===== src/rtl/nfc_seq_pkg.sv =====
package nfc_seq_pkg;

  typedef enum logic [2:0] {
    PH_IDLE  = 3'd0,
    PH_CMD1  = 3'd1,
    PH_ADDR  = 3'd2,
    PH_CMD2E = 3'd3,
    PH_WAIT  = 3'd4,
    PH_DATA  = 3'd5,
    PH_CMD2L = 3'd6,
    PH_DONE  = 3'd7
  } phase_e;

  typedef enum logic [1:0] {
    SRC_CMD1 = 2'd0,
    SRC_CMD2 = 2'd1,
    SRC_ADDR = 2'd2,
    SRC_DATA = 2'd3
  } busSrc_e;

  // strobes from control to datapath
  typedef struct packed {
    logic    idle;
    logic    finish;
    logic    rxCapture;
    busSrc_e src;
    logic [3:0] idx;
  } dpCtl_t;

  // decoded command word fields used by control
  typedef struct packed {
    logic       go;
    logic       cmd1En;
    logic       addrEn;
    logic       pio;
    logic       tx;
    logic       rx;
    logic       sec;
    logic       aft;
    logic [3:0] tsz;
    logic       waitEn;
    logic [3:0] alen;
  } cmdFields_t;

  localparam int B_GO   = 31;
  localparam int B_CMD1 = 30;
  localparam int B_ADDR = 29;
  localparam int B_PIO  = 28;
  localparam int B_TX   = 27;
  localparam int B_RX   = 26;
  localparam int B_SEC  = 25;
  localparam int B_AFT  = 24;
  localparam int B_TSZ  = 20;
  localparam int B_WAIT = 16;
  localparam int B_CE   = 8;
  localparam int B_ALEN = 0;

  localparam logic [2:0] HA_CMD  = 3'd0;
  localparam logic [2:0] HA_OP1  = 3'd1;
  localparam logic [2:0] HA_OP2  = 3'd2;
  localparam logic [2:0] HA_ADLO = 3'd3;
  localparam logic [2:0] HA_ADHI = 3'd4;
  localparam logic [2:0] HA_RESP = 3'd5;
  localparam logic [2:0] HA_IRQ  = 3'd6;

endpackage


===== src/rtl/nfc_seq_timing.sv =====
module nfc_seq_timing #(
  parameter int LOW_CYC  = 2,
  parameter int HIGH_CYC = 2
) (
  input  logic clk,
  input  logic rstN,
  input  logic cycReq,
  output logic strobeLow,
  output logic sampleEn,
  output logic cycDone
);
  localparam int LEN = LOW_CYC + HIGH_CYC;
  localparam int CW  = $clog2(LEN + 1);
  localparam logic [CW-1:0] LAST   = CW'(LEN - 1);
  localparam logic [CW-1:0] LOWEND = CW'(LOW_CYC);
  localparam logic [CW-1:0] SAMPLE = CW'(LOW_CYC - 1);

  logic [CW-1:0] cnt;

  always_ff @(posedge clk or negedge rstN) begin
    if (!rstN) cnt <= '0;
    else if (!cycReq || cycDone) cnt <= '0;
    else cnt <= cnt + 1'b1;
  end

  assign strobeLow = cycReq && (cnt < LOWEND);
  assign sampleEn  = cycReq && (cnt == SAMPLE);
  assign cycDone   = cycReq && (cnt == LAST);

  AST_CNT_RANGE: assert property (@(posedge clk) disable iff (!rstN)
    cnt <= LAST);

endmodule


===== src/rtl/nfc_seq_ctrl.sv =====
module nfc_seq_ctrl
  import nfc_seq_pkg::*;
(
  input  logic       clk,
  input  logic       rstN,
  input  cmdFields_t fld,
  input  logic       abortReq,
  input  logic       rbReady,
  input  logic       cycDone,
  input  logic       sampleEn,
  output dpCtl_t     ctl,
  output phase_e     phase,
  output logic       cycReq,
  output logic       dataRx
);

  logic [3:0] idx;
  logic [3:0] lastIdx;
  logic [7:0] enVec;
  logic       dataEn;

  assign dataEn = fld.pio && (fld.tx || fld.rx);
  assign dataRx = fld.rx && !fld.tx;
  assign enVec  = {1'b1, fld.sec && fld.aft, dataEn, fld.waitEn,
                   fld.sec && !fld.aft, fld.addrEn, fld.cmd1En, 1'b0};

  function automatic phase_e pickNext(input logic [2:0] cur, input logic [7:0] en);
    phase_e r;
    logic   hit;
    r   = PH_DONE;
    hit = 1'b0;
    for (int i = 1; i < 8; i++) begin
      if (!hit && (i > int'(cur)) && en[i]) begin
        r   = phase_e'(3'(i));
        hit = 1'b1;
      end
    end
    return r;
  endfunction

  always_comb begin
    case (phase)
      PH_ADDR: lastIdx = fld.alen;
      PH_DATA: lastIdx = (fld.tsz > 4'd3) ? 4'd3 : fld.tsz;
      default: lastIdx = 4'd0;
    endcase
  end

  assign cycReq = (phase == PH_CMD1) || (phase == PH_ADDR) || (phase == PH_CMD2E) ||
                  (phase == PH_DATA) || (phase == PH_CMD2L);

  always_ff @(posedge clk or negedge rstN) begin
    if (!rstN) begin
      phase <= PH_IDLE;
      idx   <= '0;
    end else if (abortReq) begin
      phase <= PH_IDLE;
      idx   <= '0;
    end else begin
      case (phase)
        PH_IDLE: begin
          idx <= '0;
          if (fld.go) phase <= pickNext(3'd0, enVec);
        end
        PH_WAIT: begin
          if (rbReady) phase <= pickNext(phase, enVec);
        end
        PH_DONE: phase <= PH_IDLE;
        default: begin
          if (cycDone) begin
            if (idx == lastIdx) begin
              idx   <= '0;
              phase <= pickNext(phase, enVec);
            end else begin
              idx <= idx + 1'b1;
            end
          end
        end
      endcase
    end
  end

  always_comb begin
    ctl.idle      = (phase == PH_IDLE);
    ctl.finish    = (phase == PH_DONE);
    ctl.rxCapture = (phase == PH_DATA) && dataRx && sampleEn;
    ctl.idx       = idx;
    case (phase)
      PH_CMD1:  ctl.src = SRC_CMD1;
      PH_ADDR:  ctl.src = SRC_ADDR;
      PH_DATA:  ctl.src = SRC_DATA;
      default:  ctl.src = SRC_CMD2;
    endcase
  end

  AST_WAIT_HOLDS: assert property (@(posedge clk) disable iff (!rstN)
    (phase == PH_WAIT && !rbReady && !abortReq) |=> (phase == PH_WAIT));
  AST_ABORT_IDLE: assert property (@(posedge clk) disable iff (!rstN)
    abortReq |=> (phase == PH_IDLE));
  AST_DONE_SINGLE: assert property (@(posedge clk) disable iff (!rstN)
    (phase == PH_DONE) |=> (phase == PH_IDLE));

endmodule


===== src/rtl/nfc_seq_datapath.sv =====
module nfc_seq_datapath
  import nfc_seq_pkg::*;
(
  input  logic        clk,
  input  logic        rstN,
  input  logic        hostWr,
  input  logic [2:0]  hostAddr,
  input  logic [31:0] hostWData,
  input  dpCtl_t      ctl,
  input  logic [7:0]  ioIn,
  output logic        abortReq,
  output logic [31:0] cmdWord,
  output logic [31:0] respData,
  output logic        doneIrq,
  output logic [7:0]  busByte
);

  logic [7:0]  op1Reg, op2Reg;
  logic [31:0] adLo, adHi;
  logic        wrCmd, acceptCmd, clearResp;

  assign wrCmd     = hostWr && (hostAddr == HA_CMD);
  assign abortReq  = wrCmd && (hostWData == 32'd0);
  assign acceptCmd = wrCmd && ctl.idle && (hostWData != 32'd0);
  assign clearResp = acceptCmd && hostWData[B_GO] && hostWData[B_PIO] &&
                     hostWData[B_RX] && !hostWData[B_TX];

  always_ff @(posedge clk or negedge rstN) begin
    if (!rstN) cmdWord <= '0;
    else if (abortReq) cmdWord <= '0;
    else if (acceptCmd) cmdWord <= hostWData;
    else if (ctl.finish) cmdWord[B_GO] <= 1'b0;
  end

  always_ff @(posedge clk or negedge rstN) begin
    if (!rstN) begin
      op1Reg <= '0;
      op2Reg <= '0;
      adLo   <= '0;
      adHi   <= '0;
    end else if (hostWr) begin
      case (hostAddr)
        HA_OP1:  op1Reg <= hostWData[7:0];
        HA_OP2:  op2Reg <= hostWData[7:0];
        HA_ADLO: adLo   <= hostWData;
        HA_ADHI: adHi   <= hostWData;
        default: ;
      endcase
    end
  end

  always_ff @(posedge clk or negedge rstN) begin
    if (!rstN) respData <= '0;
    else if (ctl.rxCapture) respData[ctl.idx[1:0]*8 +: 8] <= ioIn;
    else if (clearResp) respData <= '0;
    else if (hostWr && hostAddr == HA_RESP) respData <= hostWData;
  end

  always_ff @(posedge clk or negedge rstN) begin
    if (!rstN) doneIrq <= 1'b0;
    else if (ctl.finish) doneIrq <= 1'b1;
    else if (hostWr && hostAddr == HA_IRQ && hostWData[0]) doneIrq <= 1'b0;
  end

  always_comb begin
    case (ctl.src)
      SRC_CMD1: busByte = op1Reg;
      SRC_CMD2: busByte = op2Reg;
      SRC_DATA: busByte = respData[ctl.idx[1:0]*8 +: 8];
      default: begin
        if (ctl.idx < 4'd4)      busByte = adLo[ctl.idx[1:0]*8 +: 8];
        else if (ctl.idx < 4'd8) busByte = adHi[ctl.idx[1:0]*8 +: 8];
        else                     busByte = 8'h00;
      end
    endcase
  end

  AST_FINISH_CLEARS_GO: assert property (@(posedge clk) disable iff (!rstN)
    (ctl.finish && !hostWr) |=> !cmdWord[B_GO]);
  AST_IRQ_SET: assert property (@(posedge clk) disable iff (!rstN)
    ctl.finish |=> doneIrq);
  AST_BUSY_WORD_STABLE: assert property (@(posedge clk) disable iff (!rstN)
    (!ctl.idle && !ctl.finish && !abortReq) |=> $stable(cmdWord));

endmodule


===== src/rtl/nand_cmd_seq.sv =====
module nand_cmd_seq
  import nfc_seq_pkg::*;
#(
  parameter int NUM_CE   = 8,
  parameter int LOW_CYC  = 2,
  parameter int HIGH_CYC = 2
) (
  input  logic              clk,
  input  logic              rstN,
  input  logic              hostWr,
  input  logic [2:0]        hostAddr,
  input  logic [31:0]       hostWData,
  output logic [31:0]       cmdWord,
  output logic [31:0]       respData,
  output logic              doneIrq,
  output logic              donePulse,
  output logic [NUM_CE-1:0] ceN,
  output logic              cle,
  output logic              ale,
  output logic              weN,
  output logic              reN,
  output logic [7:0]        ioOut,
  output logic              ioOe,
  input  logic [7:0]        ioIn,
  input  logic              rbReady
);

  dpCtl_t     ctl;
  cmdFields_t fld;
  phase_e     phase;
  logic       abortReq, cycReq, strobeLow, sampleEn, cycDone, dataRx;
  logic       busy, txPhase, rxPhase;

  assign fld.go     = cmdWord[B_GO];
  assign fld.cmd1En = cmdWord[B_CMD1];
  assign fld.addrEn = cmdWord[B_ADDR];
  assign fld.pio    = cmdWord[B_PIO];
  assign fld.tx     = cmdWord[B_TX];
  assign fld.rx     = cmdWord[B_RX];
  assign fld.sec    = cmdWord[B_SEC];
  assign fld.aft    = cmdWord[B_AFT];
  assign fld.tsz    = cmdWord[B_TSZ +: 4];
  assign fld.waitEn = cmdWord[B_WAIT];
  assign fld.alen   = cmdWord[B_ALEN +: 4];

  nfc_seq_datapath u_dp (
    .clk(clk), .rstN(rstN), .hostWr(hostWr), .hostAddr(hostAddr),
    .hostWData(hostWData), .ctl(ctl), .ioIn(ioIn), .abortReq(abortReq),
    .cmdWord(cmdWord), .respData(respData), .doneIrq(doneIrq), .busByte(ioOut)
  );

  nfc_seq_ctrl u_ctrl (
    .clk(clk), .rstN(rstN), .fld(fld), .abortReq(abortReq), .rbReady(rbReady),
    .cycDone(cycDone), .sampleEn(sampleEn), .ctl(ctl), .phase(phase),
    .cycReq(cycReq), .dataRx(dataRx)
  );

  nfc_seq_timing #(.LOW_CYC(LOW_CYC), .HIGH_CYC(HIGH_CYC)) u_tim (
    .clk(clk), .rstN(rstN), .cycReq(cycReq), .strobeLow(strobeLow),
    .sampleEn(sampleEn), .cycDone(cycDone)
  );

  assign busy      = (phase != PH_IDLE);
  assign donePulse = ctl.finish;
  assign cle       = (phase == PH_CMD1) || (phase == PH_CMD2E) || (phase == PH_CMD2L);
  assign ale       = (phase == PH_ADDR);
  assign rxPhase   = (phase == PH_DATA) && dataRx;
  assign txPhase   = cle || ale || ((phase == PH_DATA) && !dataRx);
  assign weN       = !(strobeLow && txPhase);
  assign reN       = !(strobeLow && rxPhase);
  assign ioOe      = txPhase;
  assign ceN       = busy ? ~cmdWord[B_CE +: NUM_CE] : '1;

  AST_STROBE_EXCL: assert property (@(posedge clk) disable iff (!rstN)
    !(!weN && !reN));
  AST_ABORT_CE_HIGH: assert property (@(posedge clk) disable iff (!rstN)
    abortReq |=> (&ceN));

endmodule


===== config.mk =====
export PLATFORM = sky130hd
export DESIGN_NAME = nand_cmd_seq
export DESIGN_NICKNAME = d
export VERILOG_FILES = /design/src/rtl/nfc_seq_pkg.sv /design/src/rtl/nfc_seq_timing.sv /design/src/rtl/nfc_seq_ctrl.sv /design/src/rtl/nfc_seq_datapath.sv /design/src/rtl/nand_cmd_seq.sv
export SDC_FILE = /design/constraint.sdc
export NUM_CORES = 1
export LEC_CHECK = 0
export BUFFER_PORTS_ARGS = -buffer_cell sky130_fd_sc_hd__buf_2
export CORE_MARGIN = 1
export CORE_UTILIZATION = 33
export DETAILED_ROUTE_END_ITERATION = 7
export GPL_ROUTABILITY_DRIVEN = 0
export PLACE_DENSITY = 0.57
export SLEW_MARGIN = 20
export SYNTH_ARGS = -nofsm -noshare
export SYNTH_HDL_FRONTEND = slang
export SYNTH_SLANG_ARGS = --single-unit

===== constraint.sdc =====
create_clock -name clk -period 3.3 [get_ports clk]
set_input_delay 0.33 -clock clk [delete_from_list [all_inputs] [get_ports clk]]
set_output_delay 0.33 -clock clk [all_outputs]
set_load 0.02 [all_outputs]

# Word level (Yosys, flattened, before mapping)
# Cells that the tools add are included.
[totals] out_inout_bits=87 input_bits=47 register_bits=155 word_cells=283
[classes] reduce_logical=106 n_eq_ne=21 mux=125 bitwise_logic=1 n_addsub=3 n_shift=5 magnitude_cmp=11
[op_table] operator="two-way mux 32 bit" count=4
[op_table] operator="variable part select 32 x 6 -> 8 bit" count=3
[op_table] operator="two-way mux 1 bit" count=81
[op_table] operator="two-way mux 3 bit" count=26
[op_table] operator="logical AND 1 bit" count=51
[op_table] operator="negator 5 -> 34 bit" count=1
[op_table] operator="variable shift 8 x 34 -> 32 bit (first input constant)" count=1
[op_table] operator="variable part select 8 x 34 -> 32 bit" count=1
[op_table] operator="bitwise mux 32 bit" count=1
[op_table] operator="logical NOT 32 bit" count=1
[op_table] operator="nonzero test 32 bit" count=1
[op_table] operator="two-way mux 31 bit" count=1
[op_table] operator="logical NOT 1 bit" count=24
[op_table] operator="two-way mux 8 bit" count=3
[op_table] operator="case mux 8 bit (3 select lines)" count=1
[op_table] operator="== test 3 bit (second input constant)" count=7
[op_table] operator="two-way mux 4 bit" count=4
[op_table] operator="case mux 4 bit (2 select lines)" count=2
[op_table] operator="== test 3 x 2 -> 1 bit (second input constant)" count=5
[op_table] operator="greater-than comparator 3 bit (first input constant)" count=4
[op_table] operator="nonzero test 3 bit" count=4
[op_table] operator="logical OR 1 bit" count=10
[op_table] operator="AND reduction 2 bit" count=5
[op_table] operator="nonzero test 5 bit" count=2
[op_table] operator="23 further kinds" count=29

# Logic depth before layout (Yosys ltp)
# Gate-level depths: netlist (run 1).
[depth] depth_word=56 mapped_depth=9 ltp_nobuf=7

# Cells and area by module
# A second synthesis (run 1) with hierarchy kept.
[hier_totals] cells_unflattened=706 area_unflattened_um2=8232.9
[modules_own_cells] mod="nfc_seq_datapath" instances=1 cells_each=576 seq_area_each_um2=3628.5 area_each_um2=7131.8
[modules_own_cells] mod="nfc_seq_ctrl" instances=1 cells_each=98 seq_area_each_um2=175.2 area_each_um2=812.0
[modules_own_cells] mod="nfc_seq_timing" instances=1 cells_each=14 seq_area_each_um2=75.1 area_each_um2=185.2
[modules_own_cells] mod="nand_cmd_seq" instances=1 cells_each=18 seq_area_each_um2=0.0 area_each_um2=103.8

# Worst setup path after synthesis (run 1)
# OpenSTA, ideal clock, no wires.
[synth_timing] path_kind="register to register" startpoint="register u_ctrl.idx[1]" endpoint="register u_dp.respData[15]" path_buffers=3 arrival_ns=2.343 slack_ns=0.891 setup_time_ns=0.066 stages_incl_launch_ff=10 synth_period_minus_slack_ns=2.409 t_required_ns=3.234 path_cell_list="dfrtp_1 > clkbuf_1 > clkbuf_1 > inv_1 > ha_1 > and3b_1 > and4_1 > buf_1 > nand2_1 > o2bb2a_1"
[synth_between] elab_chain_len=4 elab_cells_between_ends=5 classes_between="add/sub: 1; shift: 2; mux: 2"
[synth_lines] element="from (decl)" line_no="nfc_seq_ctrl.sv:17" rtl="logic [3:0] idx;"
[synth_lines] element="from (signal assigned)" line_no="nfc_seq_ctrl.sv:75" rtl="idx <= idx + 1'b1;"
[synth_lines] element="negator 5 -> 34 bit (*)" line_no="nfc_seq_datapath.sv:54" rtl="else if (ctl.rxCapture) respData[ctl.idx[1:0]*8 +: 8] <= ioIn;"
[synth_lines] element="variable part select 8 x 34 -> 32 bit / variable shift 8 x 34 -> 32 bit (equally long branches)" line_no="nfc_seq_datapath.sv:54"
[synth_lines] element="bitwise mux 32 bit (*)" line_no="nfc_seq_datapath.sv:54"
[synth_lines] element="two-way mux 32 bit (*)" line_no="nfc_seq_datapath.sv:54"
[synth_lines] element="to (signal, indexed assignment)" line_no="nfc_seq_datapath.sv:54"
[synth_lines] element="to (signal assigned)" line_no="nfc_seq_datapath.sv:56" rtl="else if (hostWr && hostAddr == HA_RESP) respData <= hostWData;"
[synth_lines] element="to (decl)" line_no="nfc_seq_datapath.sv:13" rtl="output logic [31:0] respData,"
# Mark *: on every way between the ends. The rest lies on a longest branch, timed or not.
# A chain may end at the register's enable or synchronous reset.

# Final worst setup path (run 1)
[layout_timing] startpoint="register u_ctrl.idx[0]" endpoint="output ioOut[6]"
[layout_between] elab_chain_len=4 elab_cells_between_ends=8 classes_between="order compare: 2; shift: 3; mux: 3"
[layout_lines] element="variable part select 32 x 6 -> 8 bit / < comparator 4 bit (equally long branches)" line_no="nfc_seq_datapath.sv:72" rtl="else if (ctl.idx < 4'd8) busByte = adHi[ctl.idx[1:0]*8 +: 8];"
[layout_lines] element="two-way mux 8 bit" line_no="nfc_seq_datapath.sv:72"
[layout_lines] element="two-way mux 8 bit" line_no="nfc_seq_datapath.sv:71" rtl="if (ctl.idx < 4'd4) busByte = adLo[ctl.idx[1:0]*8 +: 8];"
[layout_lines] element="case mux 8 bit (3 select lines) (*)" line_no="nfc_seq_datapath.sv:66" rtl="case (ctl.src)"
[layout_lines] element="to (decl)" line_no="nand_cmd_seq.sv:22" rtl="output logic [7:0] ioOut,"
# Marks and branches as above.

==> results.ini, run 1 <==
[outcome]
status=finished clean

[synth]
synth_seq_area_share_pct=49.52
yosysTopAreaCell=dfrtp_1
synth.most_common_cell=dfrtp_1
synth_cells=648
ys_top_cells_by_area=dfrtp_1 50%, mux2_2 12%, mux4_2 6.9%
synth_edf_count=0
netlist.area_leader.share_pct=49.52
ys_ff_latch=155
synth_ff_type=dfrtp_1
netlist_area_mm2=0.007833
yosysUniqueCellTypes=62
synth_nets=703
avgSynthCellArea_um2=12.09
async_flop_share_pct=100.0
synth_common_cells=155 x dfrtp_1, 80 x mux2_2, 54 x nand2_1, 34 x o21ai_0, 31 x a22o_1
ys_warn_count=0

[sta]
post-route-period-util_pct=86.74
setup_viol=0
maxSlewViolCount=0
setup_ws_ns=0.4376
fin_skew_ns=0.01389
slew_headroom_pct=50.53
rsz0062_at_grt=no
worst_pin_slew_ns=0.7420
fin_crit_ns=2.862
fmax_ghz=0.3494
hold_violations=0
tns_ns=0

[worst_setup_path]
cp-endpoint=ioOut[6]
path_depth=6
worstSetupEndpointType=output pin
crit_buf_inv=2
required_ns=2.97
cp-start-kind=flip-flop
crit_slowest_cell=dfrtp_2
cp_top_family=multiplexers
r2r_setup_slack_ns=0.70
slowest_delay_ns=0.62
crit_path_max_fanout=15
startpoint=u_ctrl.idx[0]
regToRegStartpoint=u_ctrl.phase[2]
cp.arrival_ns=2.53
path_cells=buf_4, mux4_2, mux2i_1, o21a_1, nor2_1, buf_2
critical_path_class=flip-flop to output pin
rr_worst_depth=7
regToRegEndpoint=u_dp.respData[2]

[cells_and_area]
final_cells=1110
drive_gt1_share_pct=38.56
fin_nets=834
syn2layout_area_growth_pct=20.86
diodes=0
n_fill_cell=2328

[route]
via_per_inst=5.525
ant_nets=0
dr_total_vias=6133
route.detailed.drc=0
drt-pass1-iter-count=5
routed_wl_um=25670
wl_per_cell_um=23.13
drt_iter0_markers=562

[clock_network]
cts_root_buf=clkbuf_16
cts_buffer_depth=2
clkSlewWorstSetupHoldPaths_ns=0.06
h-tree-depth=4
cts_tree=yes
clkLatencyLatePin_ns=0.43
cts_buffers=17
cts_setup_buffers=0
cts.sinks=155

[placement]
place_inst=1078
portBuffers=133
hpwl_um=18700
place_ws_ns=0.7404

[floorplanning]
start_util_pct=33.47
core_area_mm2=0.02340
die_y_um=156.1
die-area_mm2=0.02435
die_x_um=156.1
rows=56
io_pins=134

[pwr]
power.density_mw_per_mm2=865.5
peakVddDrop_uv=382.3
p_leak_nw=4.060

[min_path]
hold_class=primary input to flip-flop

[global_route]
grt_pass1_vias=5957
antenna_found_initial=0
grt_pass1_wl_um=38640
grt_max_degree=58
grt_use_total_pct=21.79
grt_overflow=0

[flow_run]
drv_cap=0

## cells by family (layout without fill, tap and decap cells)
group | Yosys count | count (layout) | share of synthesized area, %
AOI/OAI and AO/OA | 174 | 174 | 16.58
buffers and inverters | 55 | 198 | 3.115
muxes | 115 | 115 | 19.81
and+or+nand+nor | 140 | 140 | 9.585
xor gates and xnor gates | 1 | 1 | 0.1118
DFF | 155 | 155 | 49.52
adders and majority gates | 8 | 8 | 1.278
## flip-flops by register name, summed over array words and instances (netlist names)
signal,cells
u_dp.adHi,32
u_dp.adLo,32
u_dp.cmdWord,32
u_dp.respData,32
u_dp.op1Reg,8
u_dp.op2Reg,8
u_ctrl.idx,4
u_ctrl.phase,3
u_tim.cnt,3
u_dp.doneIrq,1
## worst min-delay path by stage
stage / to / cells past startpoint / startpoint / slack [ns]
detailed placement: u_tim.cnt[2] / 1 / rstN / 0.34
CTS: u_dp.respData[12] / 3 / ioIn[4] / 0.17
global route: u_dp.respData[22] / 3 / ioIn[6] / 0.18
floorplan: u_ctrl.idx[0] / 0 / rstN / 0.03
global placement: u_tim.cnt[2] / 1 / rstN / 0.32
finish: u_dp.respData[12] / 3 / ioIn[4] / 0.18
## repair_timing
item | CTS | global route
resized for setup | 0 | 0
endpoints found under the hold margin | 50 | 0
hold buffers | 1 | 0
## through the flow
stage | util [%] | hold WS [ns] | instance area [um^2] | power [mW]
floorplan | - | 0.03441 | 7833 | 5.093
global placement | 38.01 | 0.3248 | 8896 | 6.301
detailed placement | 38.01 | 0.3353 | 8896 | 6.332
CTS | 40.45 | 0.1694 | 9467 | 8.235
global route | 40.45 | 0.1803 | 9467 | 8.628
finish | 40.45 | 0.1813 | 9467 | 8.194
## layout make-up
cell class / count / area, um^2 / share of cell area, %
multi-input cells: 438 / 3719 / 39.28
inverters: 9 / 33.78 / 0.3569
flip-flops and latches: 155 / 3880 / 40.99
clock buffers: 21 / 440.4 / 4.652
clock inverters: 10 / 120.1 / 1.269
well taps: 319 / 399.1 / 4.216
repair buffers: 158 / 874.6 / 9.239
## report_power, final
group / switching, mW / internal, mW / total [mW]
clock network: 0.784 / 1.11 / 1.90
registers: 0.581 / 2.48 / 3.06
logic: 1.83 / 1.41 / 3.24
## placed cells by master (no fill, tap or decap), drive strengths merged, types with 21 or more instances in the layout
cell	netlist	final
clkbuf	29	21
a21oi	31	31
mux4	24	24
nor2	26	26
mux2	80	80
o21ai	34	34
a22o	31	31
buf	17	157
a2bb2oi	21	21
nand2	54	54
dfrtp	155	155
## routing by layer
| metal | wire [um] | share of wire, % | up-vias | global-route usage (%) |
|---|---|---|---|---|
| met4 | 609 | 2.4 | 0 | 8.030 |
| met3 | 1250 | 4.9 | 35 | 4.306 |
| met1 | 11680 | 45 | 3182 | 29.72 |
| met5 | 0 | 0 | - | 0 |
| li1 | - | - | 2733 | - |
| met2 | 12130 | 47 | 183 | 34.18 |
## worst register-to-register path, delay by kind of cell, from the launching register on
| kind | cells | cell delay (ns) |
|---|---|---|
| compound gates | 2 | 0.26 |
| buf+inv | 2 | 0.57 |
| simple gates | 3 | 1.24 |
| flops | 1 | 0.45 |
No activity file was read; power rests on OpenSTA's default activity.
==> run 2: changes to the inputs <==
--- a/config.mk
+++ b/config.mk
@@ -7,10 +7,10 @@
 export LEC_CHECK = 0
 export BUFFER_PORTS_ARGS = -buffer_cell sky130_fd_sc_hd__buf_2
 export CORE_MARGIN = 1
-export CORE_UTILIZATION = 33
+export CORE_UTILIZATION = 24
 export DETAILED_ROUTE_END_ITERATION = 7
 export GPL_ROUTABILITY_DRIVEN = 0
-export PLACE_DENSITY = 0.57
+export PLACE_DENSITY = 0.46
 export SLEW_MARGIN = 20
 export SYNTH_ARGS = -nofsm -noshare
 export SYNTH_HDL_FRONTEND = slang
==> results.ini, run 2 (synthesis gave the netlist of run 1 again) <==
[outcome]
status=finished clean

[pwr]
power.density_mw_per_mm2=861.6
peakVddDrop_uv=383.7
pwr-share-seq_pct=37.6
p_leak_nw=4.055
p_total_mw=8.300
comb_power_share_pct=39.6
p_int_mw=4.893
switching_share_pct=41.04
clock_power_share_pct=22.8
p_sw_mw=3.407

[sta]
fin_crit_ns=2.925
slew_headroom_pct=43.39
fin_skew_ns=0.008037
tns_ns=0
hold_violations=0
fmax_ghz=0.3419
setup_ws_ns=0.3752
setup_viol=0
post-route-period-util_pct=88.63
rsz0062_at_grt=no
maxSlewViolCount=0
fin_hold_ws_ns=0.1746
worst_pin_slew_ns=0.8491

[clock_network]
clkSlewWorstSetupHoldPaths_ns=0.07
cts_root_buf=clkbuf_16
cts.sinks=155
cts_tree=yes
cts_buffer_depth=2
ctsResizeCount=0
cts_buffers=17
h-tree-depth=4
clkLatencyLatePin_ns=0.44

[route]
routed_wl_um=28660
wl_per_cell_um=23.34
met1_length_um=13490
via_per_inst=4.997
met2RoutedLength_um=12980
drt-pass1-iter-count=6
drt_iter0_markers=392
dr_total_vias=6136
top_layer_used=met5
wl_met3_um=1505
ant_nets=0
route.detailed.drc=0

[cells_and_area]
final_common_cell=dfrtp_1
syn2layout_area_growth_pct=22.99
fin_nets=834
drive_gt1_share_pct=39.14
layout_common_cells=154 x dfrtp_1, 132 x buf_2, 80 x mux2_2

[worst_setup_path]
regToRegStartpoint=u_ctrl.phase[1]
cp.arrival_ns=2.59
required_ns=2.97
crit_path_max_fanout=22
cp-start-kind=flip-flop
slowest_delay_ns=0.72
worstSetupEndpointType=output pin
rr_worst_depth=6
critical_path_class=flip-flop to output pin
startpoint=u_ctrl.idx[0]
crit_slowest_cell=dfrtp_2
path_cells=buf_12, mux4_2, a221oi_1, nor2_1, buf_2

[placement]
hpwl_um=20930
place_ws_ns=0.6201
portBuffers=133

[global_route]
grt_max_degree=85
grt_use_total_pct=17.66
grt_overflow=0
grt_pass1_wl_um=42560
grt_pass1_vias=6138
antenna_found_initial=1

[floorplanning]
die_y_um=182.7
core_area_mm2=0.03180
die-area_mm2=0.03336
start_util_pct=24.63
rows=65
die_x_um=182.7
io_pins=134

[flow_run]
drv_cap=0

[min_path]
min_from=ioIn[1]
worstHoldPathCells=3
hold_class=primary input to flip-flop

run 2: cell count changes in the layout (fill, tap and decap cells not counted), sizes merged:
cell      before  now
bufinv         2    0
clkinv         5    2
inv           10   17
diode          0    1
clkbuf        21   17
clkinvlp       2    5
run 2: power groups by stage:
stage                     Combinational (mW)  Clock (mW)  Sequential (mW)
after floorplan                         1.86           0             3.24
after global placement                  3.30           0             3.16
after detailed placement                3.31           0             3.16
after CTS                               3.32        1.93             3.13
after global routing                    3.55        2.01             3.22
final                                   3.29        1.89             3.12
run 2: timing repair:
| action | CTS | global route |
|---|---|---|
| hold buffers | 1 | 0 |
| buffers inserted | 0 | 0 |
| endpoints found under the hold margin | 3 | 0 |
run 2: cell type report:
class | count | area, um^2
Antenna cell | 1 | 2.502
Clock buffer | 17 | 425.4
Clock inverter | 15 | 128.9
Fill cell | 3268 | 22170
Inverter | 9 | 33.78
Multi-Input combinational cell | 438 | 3719
Sequential cell | 155 | 3880
Tap cell | 435 | 544.3
Timing Repair Buffer | 158 | 899.6
run 2: worst paths after layout:
path | endpoint | slack, ns
worst min-delay path | u_dp.respData[17] | 0.17
worst min register to register | u_tim.cnt[0] | 0.49
worst max register to register | u_dp.respData[15] | 0.55
max in group asynchronous | u_ctrl.idx[0] | 1.93
min in group asynchronous | u_dp.adLo[20] | 0.52
worst max-delay path | ioOut[5] | 0.38
run 2: routing by layer:
layer  track usage [%]  vias to the layer above
met4             6.084                        2
met1             24.51                     3164
li1                  -                     2734
met3             4.051                       39
met5                 0                        -
met2             26.87                      197
run 2: critical path: cells and delay by family, from the launching register on:
| kind | cells | cell delay (ns) |
|---|---|---|
| buffers and inverters | 2 | 0.43 |
| AOI/OAI and AO/OA | 1 | 0.30 |
| muxes | 1 | 0.58 |
| and+or+nand+nor | 1 | 0.11 |
| DFF | 1 | 0.72 |
run 2: metrics by stage:
step,util [%],cell area [um^2],cells
6_report,30.29,9633,1228
5_1_grt,30.29,9630,1227
4_1_cts,30.29,9630,1227
3_5_place_dp,28.51,9066,1194
3_3_place_gp,28.51,9066,1194
2_1_floorplan,-,7833,648
==> run 3: changes to the inputs <==
==> constraint.sdc (replaced) <==
create_clock -name clk -period 3.3 [get_ports clk]
set_input_delay 0.33 -clock clk [delete_from_list [all_inputs] [get_ports clk]]
set_output_delay 0.33 -clock clk [all_outputs]
set_load 0.05 [all_outputs]
==> results.ini, run 3 (synthesis gave the netlist of run 1 again) <==
[route]
via_per_inst=4.972
drt-pass1-iter-count=5
met2RoutedLength_um=13370
route.detailed.drc=0
top_layer_used=met5
routed_wl_um=28210
drt_iter0_markers=487
wl_per_cell_um=22.99
wl_met3_um=1452
dr_total_vias=6101
ant_nets=0
met1_length_um=12870

[sta]
rsz0062_at_grt=no
maxSlewViolCount=0
setup_viol=0
fin_hold_ws_ns=0.1929
post-route-period-util_pct=95.11
fin_crit_ns=3.139
worst_pin_slew_ns=0.9365
fmax_ghz=0.3186
setup_ws_ns=0.1612
slew_headroom_pct=37.57
fin_skew_ns=0.008827
tns_ns=0
hold_violations=0

[global_route]
grt_use_total_pct=17.32
antenna_found_initial=3
grt_pass1_vias=6164
grt_pass1_wl_um=42030
grt_overflow=0
grt_max_degree=71

[floorplanning]
die_x_um=182.7
die_y_um=182.7
core_area_mm2=0.03180
die-area_mm2=0.03336
start_util_pct=24.63
io_pins=134
rows=65

[clock_network]
cts_buffer_depth=2
ctsResizeCount=0
cts.sinks=155
cts_root_buf=clkbuf_16
cts_buffers=17
cts_setup_buffers=0
cts_tree=yes
clkLatencyLatePin_ns=0.42
clkSlewWorstSetupHoldPaths_ns=0.07
h-tree-depth=4

[outcome]
status=finished clean

[worst_setup_path]
required_ns=2.97
path_cells=mux4_2, mux2i_1, o21a_1, nor2_1, buf_2
regToRegStartpoint=u_ctrl.idx[0]
slowest_delay_ns=0.98
crit_path_max_fanout=30
regToRegEndpoint=u_dp.respData[24]
cp-start-kind=flip-flop
critical_path_class=flip-flop to output pin
crit_slowest_cell=dfrtp_2
cp.arrival_ns=2.81
r2r_setup_slack_ns=0.65
worstSetupEndpointType=output pin
rr_worst_depth=6

[cells_and_area]
n_fill_cell=3268
multiInputGateArea_mm2=0.003719
regArea_mm2=0.003880
fin_nets=834
syn2layout_area_growth_pct=23.02
diodes=0
drive_gt1_share_pct=39.14
layout_common_cells=154 x dfrtp_1, 132 x buf_2, 80 x mux2_2
final_common_cell=dfrtp_1
final_area_mm2=0.009635

[min_path]
min_from=ioIn[1]
worstHoldPathCells=3
hold_path_end=u_dp.respData[17]
hold_class=primary input to flip-flop

[flow_run]
drv_cap=0

[placement]
place_ws_ns=0.5712
portBuffers=133
hpwl_um=20480
placed_cell_area_mm2=0.009041

[pwr]
peakVddDrop_uv=407.5
power.density_mw_per_mm2=982.9
p_leak_nw=4.079

## run 3: cell count changes in the layout (fill, tap and decap cells not counted)
| cell | delta |
|---|---|
| buf_12 | -2 |
| buf_4 | +2 |
| bufinv_16 | +1 |
| clkbuf_8 | +2 |
| clkinv_2 | +1 |
| clkinv_4 | +2 |
| clkinvlp_4 | -4 |
| diode_2 | -1 |
| inv_6 | -1 |
| inv_8 | -1 |
## run 3: stage by stage
| step | util, % | cells | total power, mW |
|---|---|---|---|
| 4_1_cts | 30.30 | 1227 | 9.549 |
| 5_1_grt | 30.30 | 1227 | 9.933 |
| 2_1_floorplan | - | 648 | 6.213 |
| 6_report | 30.30 | 1227 | 9.471 |
| 3_5_place_dp | 28.43 | 1194 | 7.563 |
| 3_3_place_gp | 28.43 | 1194 | 7.554 |
## run 3: repair_timing
| item | CTS | global route |
|---|---|---|
| hold endpoints to repair | 67 | 0 |
| hold buffers | 1 | 0 |
| setup endpoints to repair | 0 | 0 |
## run 3: metal layers
layer  GRT usage (%)  up-vias
met2           27.48      164
met1           23.74     3167
met5               0        -
met3           3.492       32
met4           5.076        6
li1                -     2732
## run 3: worst max path at each step
stage	start	endpoint	slack, ns	cells after the start
floorplan	u_ctrl.idx[1]	ioOut[6]	0.77	6
global placement	u_ctrl.idx[0]	ioOut[6]	0.58	5
detailed placement	u_ctrl.idx[0]	ioOut[4]	0.57	5
CTS	u_ctrl.idx[0]	ioOut[4]	0.12	5
global route	u_ctrl.idx[0]	ioOut[4]	0.03	5
finish	u_ctrl.idx[0]	ioOut[3]	0.16	5
## run 3: layout make-up
class                   count  area share [%]
multi-input cells         438           38.59
inverters                   9          0.3506
clock buffers              19           4.701
flip-flops and latches    155           40.27
well taps                 435           5.649
clock inverters            13           1.363
repair buffers            158           9.077
## run 3: power breakdown
group          switching [mW]  internal [mW]
registers               0.638           2.47
logic                    2.96           1.44
clock network           0.864           1.10
total                    4.46           5.01
## run 3: worst max-delay path: cells and delay by family, from the launching register on
kind,cells,cell delay (ns)
AND/OR/NAND/NOR,1,0.06
multiplexers,2,0.95
flip-flops,1,0.98
buffers and inverters,1,0.22
AO/OA/AOI/OAI,1,0.16
